<file path="src/rtl/sru_pkg.sv">
package sru_pkg;

    typedef enum logic [2:0] {
        OP_SHL = 3'b000,
        OP_SHR = 3'b001,
        OP_SAL = 3'b010,
        OP_SAR = 3'b011,
        OP_ROL = 3'b100,
        OP_ROR = 3'b101,
        OP_RCL = 3'b110,
        OP_RCR = 3'b111
    } sru_op_e;

    typedef enum logic [1:0] {
        FILL_ZERO = 2'd0,
        FILL_SIGN = 2'd1,
        FILL_WORD = 2'd2,
        FILL_RING = 2'd3
    } sru_fill_e;

endpackage

</file>
<file path="src/rtl/sru_decode.sv">
module sru_decode
    import sru_pkg::*;
(
    input  logic [2:0] op_code,
    output logic       dir_right,
    output sru_fill_e  fill_kind
);

    sru_op_e op_e;

    always_comb begin
        op_e      = sru_op_e'(op_code);
        dir_right = 1'b0;
        fill_kind = FILL_ZERO;
        unique case (op_e)
            OP_SHL: begin dir_right = 1'b0; fill_kind = FILL_ZERO; end
            OP_SHR: begin dir_right = 1'b1; fill_kind = FILL_ZERO; end
            OP_SAL: begin dir_right = 1'b0; fill_kind = FILL_ZERO; end
            OP_SAR: begin dir_right = 1'b1; fill_kind = FILL_SIGN; end
            OP_ROL: begin dir_right = 1'b0; fill_kind = FILL_WORD; end
            OP_ROR: begin dir_right = 1'b1; fill_kind = FILL_WORD; end
            OP_RCL: begin dir_right = 1'b0; fill_kind = FILL_RING; end
            OP_RCR: begin dir_right = 1'b1; fill_kind = FILL_RING; end
            default: begin dir_right = 1'b0; fill_kind = FILL_ZERO; end
        endcase
    end

    // the direction follows bit 0, and wrap refills belong to the rotate codes only
    always_comb begin
        assert_dir_bit0_R1: assert (dir_right == op_code[0]);
        assert_wrap_only_rotate_R1: assert (!(fill_kind inside {FILL_WORD, FILL_RING}) || op_code[2]);
        assert_sign_only_sar_R5: assert ((fill_kind != FILL_SIGN) || (op_code == 3'b011));
    end

endmodule

</file>
<file path="src/rtl/sru_orient.sv">
module sru_orient #(
    parameter int W = 16
) (
    input  logic         flip,
    input  logic [W-1:0] word_in,
    output logic [W-1:0] word_out
);

    logic [W-1:0] reversed;

    for (genvar i = 0; i < W; i++) begin : g_rev
        assign reversed[i] = word_in[W-1-i];
    end

    assign word_out = flip ? reversed : word_in;

endmodule

</file>
<file path="src/rtl/sru_stage.sv">
module sru_stage
    import sru_pkg::*;
#(
    parameter int W = 16,
    parameter int K = 1
) (
    input  logic       en,
    input  sru_fill_e  fill_kind,
    input  logic       sign_bit,
    input  logic [W:0] x,
    output logic [W:0] y
);

    logic [K-1:0] refill;

    always_comb begin
        unique case (fill_kind)
            FILL_ZERO: refill = '0;
            FILL_SIGN: refill = {K{sign_bit}};
            FILL_WORD: refill = x[W-1:W-K];
            FILL_RING: refill = x[W:W-K+1];
            default:   refill = '0;
        endcase
    end

    always_comb begin
        if (en) begin
            y = {x[W-K], x[W-1-K:0], refill};
        end else begin
            y = x;
        end
    end

    // a ring stage keeps the number of ones in the 17-bit vector
    always_comb begin
        assert_ring_stage_count_R7: assert ((fill_kind != FILL_RING) || ($countones(y) == $countones(x)));
    end

endmodule

</file>
<file path="src/rtl/shift_rotate_unit.sv">
module shift_rotate_unit
    import sru_pkg::*;
#(
    parameter int WIDTH = 16,
    localparam int AMT_W = $clog2(WIDTH)
) (
    input  logic [WIDTH-1:0] data_in,
    input  logic [AMT_W-1:0] amount,
    input  logic [2:0]       op_code,
    input  logic             carry_in,
    output logic [WIDTH-1:0] data_out,
    output logic             carry_out
);

    logic             dir_right;
    sru_fill_e        fill_kind;
    logic [WIDTH-1:0] oriented_in;
    logic [WIDTH:0]   chain [AMT_W+1];

    sru_decode u_decode (
        .op_code   (op_code),
        .dir_right (dir_right),
        .fill_kind (fill_kind)
    );

    sru_orient #(.W(WIDTH)) u_orient_in (
        .flip     (dir_right),
        .word_in  (data_in),
        .word_out (oriented_in)
    );

    assign chain[0] = {carry_in, oriented_in};

    for (genvar g = 0; g < AMT_W; g++) begin : g_stage
        sru_stage #(.W(WIDTH), .K(1 << g)) u_stage (
            .en        (amount[g]),
            .fill_kind (fill_kind),
            .sign_bit  (data_in[WIDTH-1]),
            .x         (chain[g]),
            .y         (chain[g+1])
        );
    end

    sru_orient #(.W(WIDTH)) u_orient_out (
        .flip     (dir_right),
        .word_in  (chain[AMT_W][WIDTH-1:0]),
        .word_out (data_out)
    );

    assign carry_out = chain[AMT_W][WIDTH];

    // port-level checks on the complete datapath
    always_comb begin
        assert_zero_amt_passthru_R8: assert ((amount != '0) || (data_out == data_in && carry_out == carry_in));
        assert_shl_low_clear_R2: assert (!((op_code == 3'b000 || op_code == 3'b010) && amount != '0) || !data_out[0]);
        assert_shr_high_clear_R3: assert (!(op_code == 3'b001 && amount != '0) || !data_out[WIDTH-1]);
        assert_sar_keeps_sign_R5: assert ((op_code != 3'b011) || (data_out[WIDTH-1] == data_in[WIDTH-1]));
        assert_rot_count_R6: assert (!(op_code == 3'b100 || op_code == 3'b101) || ($countones(data_out) == $countones(data_in)));
        assert_ring_count_R7: assert (!(op_code == 3'b110 || op_code == 3'b111) || ($countones({carry_out, data_out}) == $countones({carry_in, data_in})));
    end

endmodule

</file>
<file path="config.mk">
export PLATFORM = sky130hd
export DESIGN_NAME = shift_rotate_unit
export DESIGN_NICKNAME = d
export VERILOG_FILES = /design/src/rtl/sru_pkg.sv /design/src/rtl/sru_decode.sv /design/src/rtl/sru_orient.sv /design/src/rtl/sru_stage.sv /design/src/rtl/shift_rotate_unit.sv
export SDC_FILE = /design/constraint.sdc
export NUM_CORES = 1
export LEC_CHECK = 0
export BUFFER_PORTS_ARGS = -buffer_cell sky130_fd_sc_hd__buf_2
export CAP_MARGIN = 20
export CORE_MARGIN = 1.5
export CORE_UTILIZATION = 60
export DETAILED_ROUTE_END_ITERATION = 7
export PLACE_DENSITY = 0.91
export SYNTH_ARGS = -nofsm -noshare
export SYNTH_HDL_FRONTEND = slang
export SYNTH_SLANG_ARGS = --single-unit
</file>
<file path="constraint.sdc">
create_clock -name vclk -period 3.1
set_input_delay 0.31 -clock vclk [all_inputs]
set_output_delay 0.31 -clock vclk [all_outputs]
set_load 0.02 [all_outputs]
</file>
==> metrics.csv <==
stage,metric,value,unit
status,outcome,finished clean,
floorplanning,die_h,62.44,um
yosys,ys_seq_area_frac,0,
cells_and_area,final_nets,296,
timing,period_share,0.9241,
yosys,synth_cell_types,56,
cells_and_area,layout-drive-gt1-share,0.3741,
timing,max-slew-margin-rel,0.6575,
setup_path,critPathKind,input port to output port,
timing,setup_viol,0,
placed_design,dp_worst_setup_slack,279.6,ps
global_routing,grt-ovfl-total,0,
yosys,syn_inst,244,
setup_path,startpoint,op_code[0],
power,p_leak,0.9636,nW
timing,final.setup.tns,0,ps
global_routing,grt_start_max_net_pins,37,
worst_hold_path,min_from,amount[3],
routing,drt-initial-drc-count,241,
cells_and_area,final_cell_mix,"buf_2, mux2_2, mux4_2, mux2i_1, nand2_1",
timing,rsz0062_at_grt,false,
setup_path,worst_setup_path_end_kind,output port,
yosys,synth_area_per_cell,8.687,um^2
floorplanning,fp.dieW,62.44,um
timing,fin_crit,2865,ps
cells_and_area,seq_cells,0,
setup_path,required,2790,ps
global_routing,grt_pass1_vias,2122,
cells_and_area,fillerInstances,299,
yosys,synthesis.area,2120,um^2
power,totalPowerFinal,0.0004895,W
cells_and_area,n_antenna_cell,0,
timing,tightest_slew,500.8,ps
global_routing,grt_pass1_wl,10710,um
timing,final-hold-violation-count,0,
setup_path,cp_max_fo,11,
routing,antenna_left,0,
yosys,synth_nets,268,
routing,wl,6373,um
routing,viasPerCell,7.364,
clocking,post_cts_buffers,0,
setup_path,cp.arrival,2550,ps
power,ir_worst_vdd,0.0001031,V
routing,dr.pass1.iters,4,
setup_path,start_kind,input port,
clocking,cts_hold_buf,0,
placed_design,hpwl,4884,um
routing,drc_errors,0,
global_routing,antenna_found_initial,0,
routing,via_count,2327,
cells_and_area,clock_buffers,0,
cells_and_area,final_common_cell,buf_2,
floorplanning,io_pins,41,
power,cellPowerDensity,209.3,nW/um^2
cells_and_area,final_util,0.6953,
floorplanning,rows,21,
floorplanning,die_area,3898,um^2
cells_and_area,area_delta_synth_final,10.33,%
placed_design,io_buffers,41,
placed_design,place.gp.congestion,0.9759,
clocking,cts-resized-gates,0,
timing,maxSlewViolCount,0,
timing,max_freq,349.1,MHz
routing,wl_per_cell,20.17,um
worst_hold_path,hp-class,input port to output port,
floorplanning,core,3363,um^2
flow_run,drv_cap,0,
yosys,yosys_warnings,0,
cells_and_area,ff_latch_area,0,um^2
timing,layout_setup_ws,235.3,ps
floorplanning,start_util,0.6302,
global_routing,gr-usage-all-layers,0.3323,
[cell usage after synthesis, types with 5 or more instances]
cell type	count	share of area
o22ai_1	5	0.015
nand2b_1	6	0.018
mux4_2	19	0.20
nor2_1	17	0.030
mux4_1	5	0.062
mux2_2	23	0.12
mux2i_1	19	0.090
o21ai_0	5	0.012
a211oi_1	7	0.025
inv_1	6	0.011
buf_2	6	0.014
nand2_1	19	0.034
o221ai_1	6	0.025
nand3_1	7	0.017
a21oi_1	12	0.028
clkbuf_1	13	0.023
[metrics by stage]
stage	std cells	hold slack (ps)	cell area [um^2]
2_1_floorplan	244	1032	2120
3_3_place_gp	316	1147	2338
3_5_place_dp	316	1145	2338
4_1_cts	316	1145	2338
5_1_grt	316	1189	2338
6_report	316	1156	2338
[kinds of logic (layout without fill, tap and decap cells)]
logic type / after synthesis / in the layout / synth area share
simple gates: 70 / 70 / 0.1641
mux: 69 / 69 / 0.4953
buf+inv: 34 / 60 / 0.08736
compound gates: 70 / 70 / 0.2491
xor+xnor: 1 / 1 / 0.004133
[final timing paths]
check / end / cells past startpoint / slack, ps
setup / recovery: data_out[4] / 11 / 240
hold / removal: carry_out / 4 / 1160
[where the power goes]
part           total (W)  switching [W]  leakage [nW]  internal [W]
Sequential             0              0             0             0
Clock                  0              0             0             0
Combinational   0.000489       0.000274         0.964      0.000215
[cell type report]
type,instances,area (um^2),area share
inverters,7,26.28,0.01124
multi-input cells,210,1934,0.8272
well taps,46,57.56,0.02461
repair buffers,53,320.3,0.1370
[metal layers]
layer / vias up / track usage / share of wire
li1: 1054 / - / -
met1: 1126 / 0.4797 / 0.42
met2: 131 / 0.5497 / 0.49
met3: 16 / 0.01982 / 0.074
met4: 0 / 0.07778 / 0.023
met5: - / 0 / 0
[worst max-delay path: stages]
cell and delay, ps:
buf_2 170, buf_4 180, inv_2 180, buf_4 260, o21ai_0 150, a21oi_1 290, buf_4 170, a311oi_1 140
a221oi_1 390, o21ai_0 130, buf_2 170
No activity file was read; power rests on OpenSTA's default activity.
